File: src/rtl/mac_pkg.sv
`timescale 1ns/1ps
package mac_pkg;

   typedef enum logic [2:0] {
      OP_IDLE = 3'd0,
      OP_LDX  = 3'd1,
      OP_LDYH = 3'd2,
      OP_LDYL = 3'd3,
      OP_LDAH = 3'd4,
      OP_ADD  = 3'd5,
      OP_SUB  = 3'd6,
      OP_LDP  = 3'd7
   } mac_op_e;

   localparam int CTL_W       = 9;
   localparam int CB_ALIGN_LO = 0;
   localparam int CB_SATD0    = 2;
   localparam int CB_CLRD0    = 4;
   localparam int CB_CLRDY    = 6;
   localparam int CB_MIRROR   = 7;
   localparam int CB_PNG      = 8;

   typedef enum logic [1:0] {
      AL_UNITY = 2'b00,
      AL_QUART = 2'b01,
      AL_QUAD  = 2'b10,
      AL_DOUB  = 2'b11
   } align_e;

endpackage

File: src/rtl/mac_align.sv
`timescale 1ns/1ps
module mac_align #(
   parameter int PW = 32,
   parameter int AW = 36
) (
   input  logic [PW-1:0] prod_i,
   input  logic [1:0]    mode_i,
   output logic [AW-1:0] algn_o
);
   import mac_pkg::*;

   localparam int GW = AW - PW;

   generate
      if (GW < 2) begin : g_bad
         $error("mac_align: accumulator needs at least two guard bits");
      end
   endgenerate

   logic signed [AW-1:0] ext;
   assign ext = $signed({{GW{prod_i[PW-1]}}, prod_i});

   always_comb begin
      case (align_e'(mode_i))
         AL_UNITY: algn_o = ext;
         AL_QUART: algn_o = ext >>> 2;
         AL_QUAD:  algn_o = ext << 2;
         default:  algn_o = ext << 1;
      endcase
   end
endmodule

File: src/rtl/mac_acc_lane.sv
`timescale 1ns/1ps
module mac_acc_lane #(
   parameter int DW    = 16,
   parameter int GUARD = 4
) (
   input  logic               clk,
   input  logic               rst_n,
   input  logic               sel_i,
   input  mac_pkg::mac_op_e   op_i,
   input  logic [DW-1:0]      din_i,
   input  logic [2*DW+GUARD-1:0] addend_i,
   input  logic               sat_dis_i,
   input  logic               clr_dis_i,
   output logic [2*DW+GUARD-1:0] acc_o,
   output logic               ovf_o
);
   import mac_pkg::*;

   localparam int AW  = 2*DW + GUARD;
   localparam int TOP = 2*DW - 1;
   localparam logic [AW-1:0] SAT_POS = {{(GUARD+1){1'b0}}, {TOP{1'b1}}};
   localparam logic [AW-1:0] SAT_NEG = {{(GUARD+1){1'b1}}, {TOP{1'b0}}};

   logic [AW-1:0] acc_q, raw;
   logic          ovf_q, arith, ld_hi, fits;

   assign arith = sel_i && (op_i == OP_ADD || op_i == OP_SUB || op_i == OP_LDP);
   assign ld_hi = sel_i && (op_i == OP_LDAH);

   always_comb begin
      case (op_i)
         OP_ADD:  raw = acc_q + addend_i;
         OP_SUB:  raw = acc_q - addend_i;
         default: raw = addend_i;
      endcase
   end

   assign fits = (&raw[AW-1:TOP]) || !(|raw[AW-1:TOP]);

   always_ff @(posedge clk) begin
      if (!rst_n) begin
         acc_q <= '0;
         ovf_q <= 1'b0;
      end else begin
         ovf_q <= arith && !fits;
         if (ld_hi)
            acc_q <= {{GUARD{din_i[DW-1]}}, din_i,
                      (clr_dis_i ? acc_q[DW-1:0] : {DW{1'b0}})};
         else if (arith) begin
            if (fits || sat_dis_i) acc_q <= raw;
            else                   acc_q <= raw[AW-1] ? SAT_NEG : SAT_POS;
         end
      end
   end

   assign acc_o = acc_q;
   assign ovf_o = ovf_q;

   // a saturating result never leaves the signed 32-bit range
   p_sat_range_r7: assert property (@(posedge clk) disable iff (!rst_n)
      $past(arith && !sat_dis_i) |->
         ((&acc_q[AW-1:TOP]) || !(|acc_q[AW-1:TOP])));

   p_low_clear_r11: assert property (@(posedge clk) disable iff (!rst_n)
      $past(ld_hi && !clr_dis_i) |-> (acc_q[DW-1:0] == '0));

   p_low_keep_r11: assert property (@(posedge clk) disable iff (!rst_n)
      (ld_hi && clr_dis_i) |=> (acc_q[DW-1:0] == $past(acc_q[DW-1:0])));

   p_idle_hold_r3: assert property (@(posedge clk) disable iff (!rst_n)
      (!sel_i) |=> $stable(acc_q));
endmodule

File: src/rtl/mac_datapath.sv
`timescale 1ns/1ps
module mac_datapath #(
   parameter int DW    = 16,
   parameter int GUARD = 4
) (
   input  logic                  clk,
   input  logic                  rst_n,
   input  logic                  ctl_wr,
   input  logic [15:0]           ctl_wdata,
   output logic [15:0]           ctl_rdata,
   input  logic [2:0]            op,
   input  logic                  acc_sel,
   input  logic [DW-1:0]         din,
   output logic [DW-1:0]         x_out,
   output logic [2*DW-1:0]       y_out,
   output logic [2*DW+GUARD-1:0] a0,
   output logic [2*DW+GUARD-1:0] a1,
   output logic                  ovf
);
   import mac_pkg::*;

   localparam int PW   = 2*DW;
   localparam int AW   = PW + GUARD;
   localparam int NACC = 2;

   generate
      if (DW < 4)     begin : g_dw_bad  $error("mac_datapath: DW too small"); end
      if (GUARD < 2)  begin : g_gd_bad  $error("mac_datapath: GUARD too small"); end
   endgenerate

   mac_op_e         op_e;
   logic [CTL_W-1:0] ctl_q;
   logic [DW-1:0]   x_q, yh_q, yl_q;
   logic [PW-1:0]   p_q;
   logic [AW-1:0]   aligned;
   logic [AW-1:0]   acc   [NACC];
   logic [NACC-1:0] ovf_l;

   assign op_e = mac_op_e'(op);

   // control word
   always_ff @(posedge clk) begin
      if (!rst_n)      ctl_q <= '0;
      else if (ctl_wr) ctl_q <= ctl_wdata[CTL_W-1:0];
   end
   assign ctl_rdata = {{(16-CTL_W){1'b0}}, ctl_q};

   // operand registers
   always_ff @(posedge clk) begin
      if (!rst_n) begin
         x_q  <= '0;
         yh_q <= '0;
         yl_q <= '0;
      end else begin
         case (op_e)
            OP_LDX:  x_q <= din;
            OP_LDYH: begin
               yh_q <= din;
               if (ctl_q[CB_MIRROR]) x_q  <= din;
               if (!ctl_q[CB_CLRDY]) yl_q <= '0;
            end
            OP_LDYL: yl_q <= din;
            default: ;
         endcase
      end
   end

   // product register
   always_ff @(posedge clk) begin
      if (!rst_n) p_q <= '0;
      else        p_q <= $signed(x_q) * $signed(yh_q);
   end

   mac_align #(.PW(PW), .AW(AW)) u_align (
      .prod_i (p_q),
      .mode_i (ctl_q[CB_ALIGN_LO +: 2]),
      .algn_o (aligned)
   );

   generate
      for (genvar i = 0; i < NACC; i++) begin : g_lane
         mac_acc_lane #(.DW(DW), .GUARD(GUARD)) u_lane (
            .clk       (clk),
            .rst_n     (rst_n),
            .sel_i     (acc_sel == 1'(i)),
            .op_i      (op_e),
            .din_i     (din),
            .addend_i  (aligned),
            .sat_dis_i (ctl_q[CB_SATD0 + i]),
            .clr_dis_i (ctl_q[CB_CLRD0 + i]),
            .acc_o     (acc[i]),
            .ovf_o     (ovf_l[i])
         );
      end
   endgenerate

   assign a0    = acc[0];
   assign a1    = acc[1];
   assign ovf   = |ovf_l;
   assign x_out = x_q;
   assign y_out = {yh_q, yl_q};

   p_mirror_r12: assert property (@(posedge clk) disable iff (!rst_n)
      (op_e == OP_LDYH && ctl_q[CB_MIRROR]) |=> (x_q == yh_q));

   p_ylo_keep_r10: assert property (@(posedge clk) disable iff (!rst_n)
      (op_e == OP_LDYH && ctl_q[CB_CLRDY]) |=> $stable(yl_q));

   p_ovf_src_r9: assert property (@(posedge clk) disable iff (!rst_n)
      ovf |-> $past(op_e == OP_ADD || op_e == OP_SUB || op_e == OP_LDP));

   p_one_lane_r3: assert property (@(posedge clk) disable iff (!rst_n)
      $onehot0(ovf_l));
endmodule

File: config.mk
export PLATFORM = sky130hd
export DESIGN_NAME = mac_datapath
export DESIGN_NICKNAME = d
export VERILOG_FILES = /design/src/rtl/mac_pkg.sv /design/src/rtl/mac_align.sv /design/src/rtl/mac_acc_lane.sv /design/src/rtl/mac_datapath.sv
export SDC_FILE = /design/constraint.sdc
export NUM_CORES = 1
export LEC_CHECK = 0
export BUFFER_PORTS_ARGS = -buffer_cell sky130_fd_sc_hd__buf_4
export CAP_MARGIN = 20
export CORE_ASPECT_RATIO = 1.1
export CORE_MARGIN = 4
export CORE_UTILIZATION = 45
export DETAILED_ROUTE_END_ITERATION = 10
export MAX_ROUTING_LAYER = met4
export SLEW_MARGIN = 40
export SYNTH_ARGS = -nofsm -noshare
export SYNTH_HDL_FRONTEND = slang
export SYNTH_HIERARCHICAL = 1
export SYNTH_SLANG_ARGS = --single-unit
File: constraint.sdc
create_clock -name clk -period 6.9 [get_ports clk]
set_clock_uncertainty 0.2 [all_clocks]
set_input_delay 0.69 -clock clk [delete_from_list [all_inputs] [get_ports clk]]
set_output_delay 0.69 -clock clk [all_outputs]
set_load 0.005 [all_outputs]
==> After elaboration in Yosys (flattened, before gate mapping) <==
Cells that the tools add are included.
{ "word_totals": {"regBits": 163, "inputBits": 39, "output_inout_bits": 137, "elab_cells": 77} }
{ "classes": {"n_addsub": 4, "mul": 1, "n_eq_ne": 13, "muxes": 17, "bitwise_logic": 1, "reduce_logical": 30} }
{ "op_table": {"columns": ["operator", "n"], "rows": [
  ["36-bit 2-to-1 mux", 8],
  ["36-bit case mux with 2 select lines", 2],
  ["33-bit case mux with 3 select lines", 1],
  ["36-bit adder", 2],
  ["36-bit subtractor", 2],
  ["16-bit 2-to-1 mux", 4],
  ["16-bit case mux with 2 select lines", 2],
  ["16-bit by 16-bit multiplier with 32-bit output", 1],
  ["3-bit equality test (second input constant)", 4],
  ["5-bit AND reduction", 2],
  ["5-bit OR reduction", 2],
  ["2-bit inequality test (second input constant)", 4],
  ["2-bit AND reduction", 4],
  ["2-bit nonzero test", 4],
  ["3-bit by 2-bit equality test with 1-bit output (second input constant)", 2],
  ["1-bit logical AND", 6],
  ["1-bit logical OR", 6],
  ["1-bit logical NOT", 4],
  ["3-bit by 1-bit equality test with 1-bit output (second input constant)", 1],
  ["2-bit by 1-bit equality test with 1-bit output (second input constant)", 1],
  ["2-bit equality test (second input constant)", 1],
  ["2-bit logical NOT", 1],
  ["2-bit OR reduction", 1],
  ["1-bit NOT", 1]
]} }

==> Longest topological paths before layout <==
Gate-level depths: netlist of run 1.
{ "logic_depth": {"ltp_word": 11, "mapped_depth": 30, "mapped_depth_nobuf": 23} }

==> Hierarchy <==
The synthesis of run 1 kept the hierarchy.
{ "modules_own_cells": {"columns": ["mod", "n_inst", "cells_per_inst", "area_each_um2", "seq_area_each_um2"], "rows": [
  ["mac_datapath", 1, 1369, 12674.7, 1781.7],
  ["mac_acc_lane", 2, 662, 4797.1, 740.7],
  ["mac_align", 1, 50, 855.8, 0.0]
]} }

==> Least setup slack after synthesis of run 1 <==
Ideal clock, no wire load.
{ "synth_timing": {"kind": "register to register", "start": "register ctl_q[0]", "end": "register g_lane[0].u_lane.acc_q[10]", "setup_time_ns": 0.058, "arrival_time_ns": 6.162, "t_required_ns": 6.642, "slack_ns": 0.480, "stages_incl_launch_ff": 28, "path_buffers": 7, "synth_period_minus_slack_ns": 6.420, "cell_sequence": "dfxtp_1 buf_6 buf_6 buf_4 mux4_1 or3_1 or3b_2 or2_2 clkbuf_1 nand2b_1 nor2_1 nand2_1 o41ai_1 xor2_1 ha_1 buf_2 a21oi_1 o21ai_1 nor4b_1 nor2_1 o31a_1 o211ai_1 a2111oi_2 or4_1 buf_6 nor3_4 buf_6 a221o_2"} }
{ "synth_via": {"elab_chain_len": 11, "word_cells_on_any_way": 16, "cone_classes": "2 x add/sub; 2 x eq/ne; 6 x mux; 6 x reduce/logical"} }
{ "synth_rtl": {"columns": ["item", "line", "source"], "rows": [
  ["start: declaration", "mac_datapath.sv:32", "logic [CTL_W-1:0] ctl_q;"],
  ["start signal: assignment", "mac_datapath.sv:44", "else if (ctl_wr) ctl_q <= ctl_wdata[CTL_W-1:0];"],
  ["2-bit equality test, or another cell as far along", "mac_align.sv:24", "case (align_e'(mode_i))"],
  ["33-bit case mux with 3 select lines (*)", "mac_align.sv:24", null],
  ["named net aligned[3]", "mac_datapath.sv:35", "logic [AW-1:0] aligned;"],
  ["36-bit subtractor or 36-bit adder (tied branches)", "mac_acc_lane.sv:33, mac_acc_lane.sv:32", null],
  ["36-bit case mux with 2 select lines (*)", "mac_acc_lane.sv:31", "case (op_i)"],
  ["5-bit OR reduction", "mac_acc_lane.sv:38", "assign fits = (&raw[AW-1:TOP]) || !(|raw[AW-1:TOP]);"],
  ["1-bit logical NOT", "mac_acc_lane.sv:38", null],
  ["1-bit logical OR", "mac_acc_lane.sv:38", null],
  ["1-bit logical OR", "mac_acc_lane.sv:50", "if (fits || sat_dis_i) acc_q <= raw;"],
  ["36-bit 2-to-1 mux (*)", "mac_acc_lane.sv:50", null],
  ["36-bit 2-to-1 mux (*)", "mac_acc_lane.sv:49", "else if (arith) begin"],
  ["36-bit 2-to-1 mux (*)", "mac_acc_lane.sv:46", "if (ld_hi)"],
  ["end signal: assignment", "mac_acc_lane.sv:47", "acc_q <= {{GUARD{din_i[DW-1]}}, din_i,"],
  ["end signal: assignment", "mac_acc_lane.sv:50", null],
  ["end signal: assignment", "mac_acc_lane.sv:51", "else acc_q <= raw[AW-1] ? SAT_NEG : SAT_POS;"],
  ["end: declaration", "mac_acc_lane.sv:24", "logic [AW-1:0] acc_q, raw;"]
]} }
Mark *: on every way through the listed nets, which the timed path passes. The rest lies on a longest branch. The select of a mux whose other input is x is not followed.
A chain may end at the register's enable or synchronous reset.

==> Worst setup path after layout of run 1 <==
{ "layout_timing": {"start": "register ctl_q[1]", "end": "register g_lane[0].u_lane.acc_q[11]"} }
The elaborated chain is that of the path after synthesis.

==> results.sh, run 1 <==
export IMPL_outcome="finished, final reports clean"
export IMPL_yosys_top_cells_area="fa_1, dfxtp_1, ha_1"
export IMPL_max_stage_delay_ps=620
export IMPL_wl_per_cell_um=22.2
export IMPL_synth_simple_area_share_pct=18.7
export IMPL_p_leak_nw=12.4
export IMPL_rsz0062_at_grt="no"
export IMPL_finalSetupViolations=0
export IMPL_clkSinkCount=163
export IMPL_crit_chain="mux4_1 -> or3_1 -> or3b_2 -> or2_2 -> nand2b_1 -> nor2_1 -> nand2_1 -> o21ai_0 -> xor2_1 -> ha_1 -> nand2_1 -> o21ai_1 -> a211o_1 -> a221o_1 -> a21oi_2 -> mux2i_2 -> buf_4 -> buf_4 -> a32oi_1 -> o221a_2 -> buf_4 -> nor3_4 -> buf_4 -> a221o_2"
export IMPL_syn_to_final_growth_pct=13.4
export IMPL_pre_cts_ws_ps=-35.3
export IMPL_hold_viol=0
export IMPL_io_buffers=161
export IMPL_synth_compound_area_share_pct=17.1
export IMPL_routed_wl_mm=79.8
export IMPL_antenna_found_initial=0
export IMPL_placed_area_mm2=0.0255
export IMPL_design_area_mm2=0.0262
export IMPL_power_mw=5.57
export IMPL_placedCellCount=3553
export IMPL_fp_row_count=86
export IMPL_diodes=0
export IMPL_via_per_inst=5.85
export IMPL_finalSetupTns_ps=0
export IMPL_post_route_period_util_pct=95.5
export IMPL_drtPass1Iterations=5
export IMPL_dieHeight_um=246
export IMPL_path_max_fanout=10
export IMPL_yosysWarnings=6
export IMPL_syn_inst=2743
export IMPL_hold_slack_ps=239
export IMPL_initial_core_util_pct=45.8
export IMPL_coreArea_mm2=0.0505
export IMPL_drcViolationCount=0
export IMPL_setup_ws_ps=311
export IMPL_hold_class="in2reg"
export IMPL_grt_max_degree=64
export IMPL_yosysTopAreaCell="fa_1"
export IMPL_die_x_um=224
export IMPL_max_cap_violations=0
export IMPL_hpwlAfterDp_mm=63.7
export IMPL_synth_xor_area_share_pct=6.05
export IMPL_boundaryPins=176
export IMPL_hold_buffers=0
export IMPL_cts_tree="done"
export IMPL_grt_pass1_vias=21472
export IMPL_gr_total_overflow=0
export IMPL_async_flop_share_pct=0
export IMPL_fin_cells=3589
export IMPL_drt_iter0_markers=1630
export IMPL_synth_ff_type="dfxtp_1"
export IMPL_die_area_mm2=0.0551
export IMPL_synth_area_mm2=0.0231
export IMPL_max_slew_margin_pct=44.9
export IMPL_gp_congestion=0.956
export IMPL_endpoint_kind="flop"
export IMPL_path_clk_slew_ps=70
export IMPL_yosysSeqAreaShare_pct=14.1
export IMPL_nets=3373
export IMPL_cp_data_arrival_time_ps=6760
export IMPL_ant_nets=0
export IMPL_fillers=4900
export IMPL_final_core_util_pct=52.0
export IMPL_synth_common_cells="nand2_1, inv_1, fa_1"
export IMPL_vdd_drop_max_uv=267
export IMPL_startpoint_type="flop"
export IMPL_syn_area_per_cell_um2=8.43
export IMPL_yosys_cell_count_top_type="nand2_1"
export IMPL_powerDensity_mw_per_mm2=212
export IMPL_ys_ff_latch=163
export IMPL_groute_usage_overall_pct=29.6
export IMPL_comb_power_share_pct=61.2
export IMPL_grt_first_pass_wirelength_mm=123
export IMPL_synth_top_family_by_area="adder cells"
export IMPL_synth_fa_ha_area_share_pct=31.2
export IMPL_num_vias=20984
export IMPL_slew_violations=0
export IMPL_fmax_mhz=152
export IMPL_rrSetupSlack_ps=310
export IMPL_synth_top_area_share_pct=22.9
export IMPL_synth_enable_flop_cells=0
export IMPL_switchingPower_mw=2.62
export IMPL_fin_crit_ps=6590
export IMPL_clk_latency_ps=480
export IMPL_slowest_stage="mux4_1"
export IMPL_synth_cell_types=90
export IMPL_worstPathRequired_ps=7070
export IMPL_swShare_pct=47.1
export IMPL_htreeDepth=4
export IMPL_seqPwrFrac_pct=20.3
export IMPL_clockBufferDepth=2
export IMPL_clockRootBuffer="clkbuf_16"
export IMPL_numCtsBuffers=17
export IMPL_cp_common_cell="buf_4"
export IMPL_clkPwrFrac_pct=18.5
export IMPL_synthMuxAreaShare_pct=4.49
export IMPL_p_int_mw=2.95
export IMPL_drive_gt1_share_pct=15.5
export IMPL_worst_pin_slew_ps=825
export IMPL_criticalPathCategory="reg2reg"
-- kinds of logic after synthesis --
family          after synthesis
simple gates                896
compound gates              575
buf+inv                     467
fa+ha+maj                   418
flops                       163
xor+xnor                    158
mux                          65
other cells                   1
-- path summary, 6_finish.rpt --
| check | startpoint | end | cells after the start |
|---|---|---|---|
| max | ctl_q[1] | g_lane[0].u_lane/acc_o[11] | 24 |
| max reg2reg | ctl_q[1] | g_lane[0].u_lane/acc_o[11] | 24 |
| min reg2reg | yl_q[6] | yl_q[6] | 2 |
| min | ctl_wdata[2] | ctl_q[2] | 3 |
-- flip-flops by register name, indices dropped and copies added, names as in the netlist --
name                 flops
g_lane.u_lane/ovf_o      2
x_out                   16
yh_q                    16
yl_q                    16
ctl_q                    9
p_q                     32
g_lane.u_lane/acc_o     72
-- cell type report --
| type | count | area (um2) | share of cell area [%] |
|---|---|---|---|
| clock inverters | 14 | 165 | 0.630 |
| flip-flops and latches | 163 | 3270 | 12.5 |
| multi-input cells | 2119 | 18100 | 68.9 |
| inverters | 315 | 1180 | 4.51 |
| clock buffers | 18 | 439 | 1.67 |
| well taps | 660 | 826 | 3.15 |
| repair buffers | 300 | 2270 | 8.66 |
-- power groups by stage --
| stage | Combinational (mW) | Clock [mW] | Sequential, mW |
|---|---|---|---|
| 4_1_cts | 3.31 | 1.05 | 1.13 |
| 6_report | 3.41 | 1.03 | 1.13 |
| 3_3_place_gp | 3.28 | 0 | 1.15 |
| 2_1_floorplan | 2.30 | 0 | 1.10 |
| 5_1_grt | 3.71 | 1.07 | 1.14 |
| 3_5_place_dp | 3.30 | 0 | 1.15 |
-- critical path: cells and delay by family, from the launching register on --
kind	cells	cell delay [ps]
flip-flops	1	400
AND/OR/NAND/NOR	8	1950
AO/OA/AOI/OAI	8	2060
adder cells (fa/ha/maj)	1	320
multiplexers	2	740
XOR/XNOR	1	180
buffers and inverters	4	630
-- layout by cell type (no fill, tap or decap), drive strengths merged, types with 22 or more instances in the layout --
master | Yosys | routed
mux4 | 29 | 29
xnor2 | 71 | 71
or3 | 31 | 31
dfxtp | 163 | 163
ha | 154 | 154
nor2 | 178 | 178
nand3 | 23 | 23
and2 | 143 | 143
xor2 | 87 | 87
a21o | 29 | 29
nand2 | 353 | 353
buf | 57 | 300
a221o | 28 | 28
a21oi | 158 | 158
mux2i | 35 | 35
inv | 312 | 322
a32o | 22 | 22
nor3 | 37 | 37
fa | 264 | 264
nand2b | 35 | 35
o21ai | 130 | 130
o2111ai | 25 | 25
-- what timing repair did --
item	CTS	global route
pin swaps	1	0
cloned	0	0
resized for setup	0	24
setup endpoints to repair	16	68
buffers inserted	2	1
-- metal layers --
| layer | vias to the layer above | wire, um | track usage (%) |
|---|---|---|---|
| met5 | - | 0 | - |
| met1 | 10406 | 31800 | 34.7 |
| li1 | 9619 | - | - |
| met4 | 0 | 4060 | 13.5 |
| met2 | 756 | 39900 | 51.2 |
| met3 | 203 | 4020 | 3.38 |
Power figures use the tool's default switching activity.
==> inputs of run 2 (changes only) <==
Settings changed: CELL_PAD_IN_SITES_DETAIL_PLACEMENT from default to 0, CELL_PAD_IN_SITES_GLOBAL_PLACEMENT from default to 1, PLACE_DENSITY_LB_ADDON from default to 0.1.
==> results.sh, run 2 (synthesis gave the netlist of run 1 again) <==
export IMPL_finalSetupTns_ps=0
export IMPL_powerDensity_mw_per_mm2=215
export IMPL_fp_row_count=86
export IMPL_die_area_mm2=0.0551
export IMPL_syn_to_final_growth_pct=14.9
export IMPL_ant_nets=0
export IMPL_outcome="finished, final reports clean"
export IMPL_post_route_period_util_pct=95.9
export IMPL_timing_rr_start="ctl_q[1]"
export IMPL_antenna_found_initial=3
export IMPL_endpoint_kind="flop"
export IMPL_gp_congestion=0.970
export IMPL_cp_data_arrival_time_ps=6840
export IMPL_multi_input_area_mm2=0.0181
export IMPL_path_max_fanout=15
export IMPL_io_buffers=161
export IMPL_worstPathRequired_ps=7130
export IMPL_gr_total_overflow=0
export IMPL_rr_worst_depth=20
export IMPL_path_clk_slew_ps=80
export IMPL_worst_pin_slew_ps=918
export IMPL_fin_cells=3629
export IMPL_rrSetupSlack_ps=290
export IMPL_regArea_mm2=0.00327
export IMPL_layout_common_cells="nand2_1, buf_4, inv_1, fa_1, nor2_1"
export IMPL_placedCellCount=3592
export IMPL_hpwlAfterDp_mm=64.5
export IMPL_critPathLaunch="ctl_q[1]"
export IMPL_startpoint_type="flop"
export IMPL_via_per_inst=5.76
export IMPL_drtPass1Iterations=5
export IMPL_crit_end="g_lane[0].u_lane/acc_o[28]"
export IMPL_coreArea_mm2=0.0505
export IMPL_clockBufferDepth=2
export IMPL_final_core_util_pct=52.6
export IMPL_drt_iter0_markers=1201
export IMPL_vdd_drop_max_uv=210
export IMPL_htreeDepth=4
export IMPL_drcViolationCount=0
export IMPL_numCtsBuffers=17
export IMPL_nets=3412
export IMPL_clkSinkCount=163
export IMPL_design_area_mm2=0.0266
export IMPL_p_leak_nw=12.6
export IMPL_routed_wl_mm=80.5
export IMPL_drive_gt1_share_pct=16.8
export IMPL_fillers=4908
export IMPL_dieHeight_um=246
export IMPL_finalSetupViolations=0
export IMPL_hold_viol=0
export IMPL_hold_class="in2reg"
export IMPL_power_mw=5.72
export IMPL_worstReg2RegEnd="g_lane[0].u_lane/acc_o[28]"
export IMPL_grt_first_pass_wirelength_mm=124
export IMPL_largest_reg_flops=72
export IMPL_boundaryPins=176
export IMPL_groute_usage_overall_pct=29.9
export IMPL_wl_per_cell_um=22.2
export IMPL_num_vias=20920
export IMPL_final_common_cell="nand2_1"
export IMPL_max_slew_margin_pct=38.8
export IMPL_criticalPathCategory="reg2reg"
export IMPL_cts_tree="done"
export IMPL_clk_latency_ps=500
export IMPL_placed_area_mm2=0.0258
export IMPL_fmax_mhz=151
export IMPL_clockRootBuffer="clkbuf_16"
export IMPL_slew_violations=0
export IMPL_die_x_um=224
export IMPL_grt_max_degree=65
export IMPL_max_cap_violations=0
export IMPL_fin_crit_ps=6610
export IMPL_initial_core_util_pct=45.8
export IMPL_grt_pass1_vias=21521
[run 2: changes by cell type in the layout (fill, tap and decap cells not counted), moves of 2 or more]
cell	change
clkbuf_8	+3
a21oi_2	+3
buf_12	+2
nor2_2	+2
nor2_1	-3
a221oi_2	+2
inv_6	-4
buf_4	+37
a21oi_1	-3
[run 2: metal layers]
| metal | part of all wire, % | vias up | global-route usage, % |
|---|---|---|---|
| met2 | 49 | 656 | 50.9 |
| met3 | 5.0 | 131 | 4.25 |
| met5 | 0 | - | - |
| met4 | 3.6 | 0 | 10.4 |
| li1 | - | 9717 | - |
| met1 | 42 | 10416 | 36.7 |
[run 2: through the flow]
step,setup slack [ps],hold slack [ps]
floorplan,480,285
global placement,-25.3,282
detailed placement,-110,287
CTS,62.6,201
global route,-22.2,223
finish,286,234
[run 2: worst min path at each step]
stage	end	start	slack [ps]	cells after the start
after floorplan	ctl_q[8]	ctl_q[8]	290	2
after global placement	yl_q[15]	yl_q[15]	280	2
after detailed placement	yl_q[1]	yl_q[1]	290	2
after CTS	ctl_q[5]	ctl_wdata[5]	200	3
after global routing	ctl_q[5]	ctl_wdata[5]	220	3
final	ctl_q[5]	ctl_wdata[5]	230	3
[run 2: area by class of cell]
type	instances	area share (%)
Tap cell	660	3.11
Clock inverter	11	0.429
Inverter	315	4.45
Timing Repair Buffer	339	9.75
Antenna cell	1	0.00942
Multi-Input combinational cell	2119	68.1
Clock buffer	21	1.81
Sequential cell	163	12.3
[run 2: what timing repair did]
action / in CTS / in global routing
setup endpoints to repair: 16 / 70
gates resized for setup: 0 / 29
pin swaps: 1 / 4
hold buffers: 0 / 0
buffers inserted: 1 / 3
[run 2: power breakdown]
part           internal [mW]  switching [mW]  leakage, nW
logic                   1.50            2.07         11.0
registers               1.02           0.110         1.33
clock network          0.542           0.483        0.289
total                   3.06            2.66         12.6
[run 2: critical path, stage by stage (launching register included)]
cell	delay (ps)
dfxtp_2	400
mux4_1	610
or3_1	400
or3b_2	510
or2_2	340
nand2b_1	210
nor2_2	140
nand2_1	140
o41ai_2	300
xor2_1	240
ha_1	320
a21oi_1	210
o21ai_1	160
nor4b_2	230
nor2_1	110
buf_4	160
o41ai_1	600
o22ai_2	230
o221a_2	340
a21oi_4	450
a32o_1	250
